**src/rtl/pin_toggle_irq.sv**
```systemverilog
module pin_toggle_irq #(
  parameter int NPINS = 24,
  parameter int NGRP  = 3
) (
  input  logic             clk,
  input  logic             rst_n,
  input  logic [NPINS-1:0] pins_i,
  input  logic             wr_en,
  input  logic [2:0]       wr_addr,
  input  logic [7:0]       wr_data,
  input  logic [2:0]       rd_addr,
  output logic [7:0]       rd_data,
  output logic [NGRP-1:0]  flag_o,
  output logic             irq_o
);

  logic [NPINS-1:0] lat_q, syn_q;
  logic [7:0]       sel0_q, sel2_q;
  logic [6:0]       sel1_q;
  logic [NGRP-1:0]  en_q, set_q, flag_q, clr_v;
  logic [NPINS-1:0] eff_sel, tog;
  logic [NGRP-1:0]  set_d;

  assign eff_sel = {sel2_q, 1'b0, sel1_q, sel0_q};
  assign tog     = (lat_q ^ syn_q) & eff_sel;
  assign set_d   = {|tog[23:16], |tog[15:8], |tog[7:0]};
  assign clr_v   = (wr_en && wr_addr == 3'd3) ? wr_data[NGRP-1:0] : '0;

  always_ff @(posedge clk) begin
    lat_q <= pins_i;
    if (!rst_n) syn_q <= pins_i;
    else        syn_q <= lat_q;
  end

  always_ff @(posedge clk) begin
    if (!rst_n) begin
      sel0_q <= '0;
      sel1_q <= '0;
      sel2_q <= '0;
      en_q   <= '0;
      set_q  <= '0;
      flag_q <= '0;
    end else begin
      set_q  <= set_d;
      flag_q <= (flag_q & ~clr_v) | set_q;
      if (wr_en) begin
        case (wr_addr)
          3'd0: sel0_q <= wr_data;
          3'd1: sel1_q <= wr_data[6:0];
          3'd2: sel2_q <= wr_data;
          3'd4: en_q   <= wr_data[NGRP-1:0];
          default: ;
        endcase
      end
    end
  end

  always_comb begin
    case (rd_addr)
      3'd0:    rd_data = sel0_q;
      3'd1:    rd_data = {1'b0, sel1_q};
      3'd2:    rd_data = sel2_q;
      3'd3:    rd_data = {5'b0, flag_q};
      3'd4:    rd_data = {5'b0, en_q};
      default: rd_data = 8'h00;
    endcase
  end

  assign flag_o = flag_q;
  assign irq_o  = |(flag_q & en_q);

  assert_flag_hold_R6: assert property (@(posedge clk) disable iff (!rst_n)
    (($past(flag_q) & ~flag_q) & ~$past(clr_v)) == '0);

  assert_set_wins_R7: assert property (@(posedge clk) disable iff (!rst_n)
    (flag_q & $past(set_q)) == $past(set_q));

  assert_irq_needs_en_R8: assert property (@(posedge clk) disable iff (!rst_n)
    irq_o |-> (en_q != '0));

  assert_no_pin15_R3: assert property (@(posedge clk) disable iff (!rst_n)
    set_q[1] |-> $past((lat_q[14:8] ^ syn_q[14:8]) != 7'd0));

  assert_masked_R5: assert property (@(posedge clk) disable iff (!rst_n)
    set_q[0] |-> $past(sel0_q != 8'd0));

endmodule

```
**config.mk**
```make
export PLATFORM = sky130hd
export DESIGN_NAME = pin_toggle_irq
export DESIGN_NICKNAME = d
export VERILOG_FILES = /design/src/rtl/pin_toggle_irq.sv
export SDC_FILE = /design/constraint.sdc
export NUM_CORES = 1
export LEC_CHECK = 0
export BUFFER_PORTS_ARGS = -buffer_cell sky130_fd_sc_hd__buf_4
export CAP_MARGIN = 20
export CORE_MARGIN = 4
export CORE_UTILIZATION = 36
export CTS_CLUSTER_SIZE = 20
export DETAILED_ROUTE_END_ITERATION = 8
export PLACE_DENSITY = 0.64
export SYNTH_ARGS = -nofsm -noshare
export SYNTH_HDL_FRONTEND = slang
export SYNTH_SLANG_ARGS = --single-unit
export TNS_END_PERCENT = 30
```
**constraint.sdc**
```tcl
create_clock -name clk -period 1.2 [get_ports clk]
set_clock_uncertainty 0.15 [all_clocks]
set_input_delay 0.12 -clock clk [delete_from_list [all_inputs] [get_ports clk]]
set_output_delay 0.12 -clock clk [all_outputs]
set_load 0.02 [all_outputs]
```
After elaboration in Yosys (flattened, before gate mapping)
Cells that the tools add are included.

word-level totals
  bits in registers = 80
  output and inout port bits = 12

operators by class
  bitwise operators = 6
  reductions and logical operators = 11
  equal/unequal tests = 8
  mux-type cells = 3

operator list
  cell                                                              number
  8-bit case mux with 5 select lines                                1
  24-bit bitwise AND                                                1
  24-bit two-way mux                                                1
  8-bit OR reduction                                                3
  24-bit bitwise XOR                                                1
  3-bit by 2-bit == test with 1-bit output (second input constant)  4
  2-bit AND reduction                                               4
  3-bit bitwise AND                                                 2
  3-bit by 1-bit == test with 1-bit output (second input constant)  2
  3-bit == test (second input constant)                             2
  3-bit zero test                                                   2
  3-bit two-way mux                                                 1
  3-bit NOT                                                         1
  3-bit OR                                                          1
  3-bit OR reduction                                                1
  1-bit logical AND                                                 1

Depth between registers and ports, before layout
  depth after elaboration = 6
  mapped depth = 5

Worst setup path before layout
Ideal clock, no wire load.

  path kind = register to output
  start point = register flag_q[2], in the netlist flag_o[2]
  end point = output port rd_data[2]
  stages on the path, launching flop included = 4
  data arrival time = 1.061 ns
  data required time = 0.930 ns
  buffers on the path = 0
  path slack = -0.131 ns
  cells stage by stage = dfxtp_1 -> mux2_2 -> a22oi_1 -> o22ai_1

on the way
  cells in the longest elaborated chain, start to end = 1

ends and longest elaborated chain
  element                             RTL line  source
  start, declared                     20        logic [NGRP-1:0] en_q, set_q, flag_q, clr_v;
  start signal, assigned              45        flag_q <= (flag_q & ~clr_v) | set_q;
  8-bit case mux with 5 select lines  59        case (rd_addr)
  end, declared                       12        output logic [7:0] rd_data,

No other way between the ends.

Worst setup path in the final report
  start point = register flag_q[1], in the netlist flag_o[1]
  end point = output port rd_data[1]

Same word-level chain as after synthesis.

==> impl_metrics.csv <==
group,metric,value,unit
timing,min_period,1.59,ns
logic_synthesis,synth_area_leaders,"dfxtp_1 (54%), mux2_2 (10%), mux2i_1 (7.9%), xor2_1 (7.0%), a22oi_1 (4.1%)",
timing,timing.slew.headroom,78.7,%
global_routing,grt_remaining_overflow,0,
placed_design,port_buffers,51,
global_routing,grt_pass1_vias,2233,
cells_and_area,n_fill_cell,708,
die,die-height,97.7,um
logic_synthesis,ys_seq_area_share,53.9,%
detailed_routing,firstDrtPassIters,4,
placed_design,hpwl,4760,um
power_and_ir_drop,seq_power_share,50.5,%
placed_design,place_area,3580,um^2
cells_and_area,drive_above_1_share,36.6,%
cells_and_area,nets,399,
timing,tightestPinTransition,0.318,ns
critical_path,arrival,1.32,ns
detailed_routing,wl_per_cell,13.9,um
placed_design,globalplace.congestion,0.828,
logic_synthesis,synth_edf_count,0,
logic_synthesis,synth.most_common_cell,"dfxtp_1",
logic_synthesis,syn_area,2900,um^2
power_and_ir_drop,power-per-cell-area,1330,nW/um^2
timing,finalHoldViolCount,0,
power_and_ir_drop,power_switching,1260,uW
flow_run,drv_cap,0,
detailed_routing,ant_nets,0,
critical_path,critical_path_class,"register to output pin",
clock_tree,cts_buffer_depth,2,
power_and_ir_drop,pwr-share-comb,11.1,%
clock_tree,clk_pin_slew,0.08,ns
timing,drv_slew,0,
die,coreArea,7770,um^2
die,io_pins,53,
cells_and_area,seq_area,1570,um^2
critical_path,cp.required,0.93,ns
status,violations,"setup timing",
global_routing,antenna_found_initial,0,
cells_and_area,area_growth,44.1,%
cells_and_area,multiInputGateArea,1310,um^2
logic_synthesis,synth_common_cells,"dfxtp_1 (78), mux2_2 (26), mux2i_1 (23), nor2_1 (23), xor2_1 (23)",
cells_and_area,antenna_cells,0,
die,die_area,9550,um^2
critical_path,endpoint_kind,"output pin",
global_routing,grt_max_degree,30,
detailed_routing,drc_errors,0,
timing,timing.final.crit_share,132,%
power_and_ir_drop,swShare,22.7,%
logic_synthesis,synthDistinctLibCells,26,
logic_synthesis,synth_top_area_share,53.9,%
logic_synthesis,syn_nets,296,
power_and_ir_drop,total_power,5530,uW
logic_synthesis,yosysTopAreaCell,"dfxtp_1",
power_and_ir_drop,power.internal,4280,uW
logic_synthesis,syn_inst,255,
logic_synthesis,ys_warn_count,0,
power_and_ir_drop,pwr-share-clk,38.5,%
clock_tree,cts_tree,"done",
logic_synthesis,ys_seq_elements,78,
critical_path,crit_fanout,4,
logic_synthesis,synthFlopType,"dfxtp_1",
detailed_routing,vias_per_cell,4.66,
clock_tree,htreeDepth,3,
detailed_routing,drt-total-wl,6460,um
logic_synthesis,avgSynthCellArea,11.4,um^2
timing,rsz0062_at_grt,"true",
status,outcome,"complete, but fails checks",
clock_tree,clock_sinks,78,
power_and_ir_drop,ir_worst_vdd,0.764,mV
die,start_util,37.3,%
clock_tree,insertion_delay,0.34,ns
global_routing,grt_pass1_wl,10700,um
timing,finalSetupViolCount,12,
worst_hold_path,hold_class,"input pin to register",
die,dieWidth,97.7,um
detailed_routing,initialDrtViolationCount,89,
power_and_ir_drop,p_leak,0.00170,uW
logic_synthesis,async_flop_share,0,%
timing,setup-tns-final,-3.09,ns
global_routing,grt_usage,14.1,%
clock_tree,numCtsBuffers,9,
detailed_routing,vias,2168,
die,fp-row-count,32,
critical_path,start_kind,"register",
timing,fmax,630,MHz
clock_tree,root_buffer,"clkbuf_8",
timing,finalWorstSetupSlack,-0.387,ns
cells_and_area,finish.instance_area,4170,um^2
==> critical path, cell delays in order, from the launching register on <==
cell	delay, ns
dfxtp_2	0.35
mux2_4	0.27
a22oi_2	0.14
o22ai_2	0.09
buf_6	0.13
==> routing by layer <==
metal	wire length [um]	track usage [%]	part of all wire [%]
met2	3100	23.2	48
met4	63	4.47	0.98
met1	3020	17.5	47
met3	278	4.59	4.3
met5	0	0	0
==> placed cells by master, fill, tap and decap left out, types with 3 or more instances in the layout <==
| cell type | netlist | final |
|---|---|---|
| mux2_2 | 26 | 25 |
| dfxtp_2 | 0 | 8 |
| mux2i_1 | 23 | 23 |
| xor2_1 | 23 | 23 |
| nor2_1 | 23 | 23 |
| buf_4 | 1 | 61 |
| a21boi_0 | 3 | 3 |
| and4bb_2 | 3 | 3 |
| nand2_1 | 16 | 16 |
| clkbuf_8 | 0 | 9 |
| dlygate4sd3_1 | 0 | 31 |
| buf_12 | 0 | 4 |
| nor2b_1 | 3 | 3 |
| o22ai_2 | 0 | 3 |
| a22oi_2 | 0 | 3 |
| o21a_1 | 3 | 3 |
| buf_6 | 0 | 8 |
| a21oi_1 | 8 | 8 |
| a2bb2oi_1 | 4 | 4 |
| dfxtp_1 | 78 | 70 |
| a22oi_1 | 16 | 13 |
==> power by group through the flow <==
stage / sequential [uW] / clock (uW) / combinational, uW
floorplan: 2850 / 0 / 268
global placement: 2850 / 0 / 513
detailed placement: 2850 / 0 / 521
CTS: 2790 / 2190 / 612
global route: 2810 / 2310 / 669
finish: 2790 / 2130 / 612
==> logic make-up after synthesis <==
group / synth area share [%]
AO/OA/AOI/OAI: 10.5
AND/OR/NAND/NOR: 8.38
flip-flops: 53.9
multiplexers: 18.1
buffers and inverters: 2.25
XOR/XNOR: 6.95
==> per-stage QoR <==
| stage | worst slack (ns) | cells | util (%) | hold WS (ns) |
|---|---|---|---|---|
| 4_1_cts | -0.399 | 464 | 53.4 | 0.0448 |
| 6_report | -0.387 | 465 | 53.7 | 0.0656 |
| 2_1_floorplan | -0.0119 | 255 | - | -0.00228 |
| 3_5_place_dp | -0.188 | 417 | 46.1 | 0.0837 |
| 5_1_grt | -0.461 | 465 | 53.7 | 0.0527 |
| 3_3_place_gp | -0.177 | 417 | 46.1 | 0.0824 |
==> registers in the layout, summed over array words and instances (netlist names) <==
name and count:
syn_q 23, sel2_q 8, en_q 3, sel0_q 8
sel1_q 7, flag_o 3, set_q 3, lat_q 23
==> final timing paths <==
kind | start | end | slack [ns] | depth (start not counted)
max | flag_o[1] | rd_data[1] | -0.39 | 4
max reg2reg | lat_q[14] | set_q[1] | -0.01 | 3
min reg2reg | set_q[2] | flag_o[2] | 0.30 | 1
min | rst_n | syn_q[21] | 0.07 | 3
==> cell type report <==
| class | instances | area share, % |
|---|---|---|
| clock buffers | 9 | 2.97 |
| clock inverters | 7 | 2.31 |
| inverters | 2 | 0.180 |
| multi-input cells | 163 | 31.3 |
| flip-flops and latches | 78 | 37.7 |
| well taps | 102 | 3.06 |
| repair buffers | 104 | 22.5 |
==> timing repair <==
action / CTS / global route
setup endpoints to repair: 13 / 13
gates resized for setup: 12 / 7
pin swaps: 0 / 2
setup buffers: 0 / 1
hold buffers: 31 / 0
endpoints found under the hold margin: 73 / 0
Note: power is estimated with default switching activity, not from simulation.
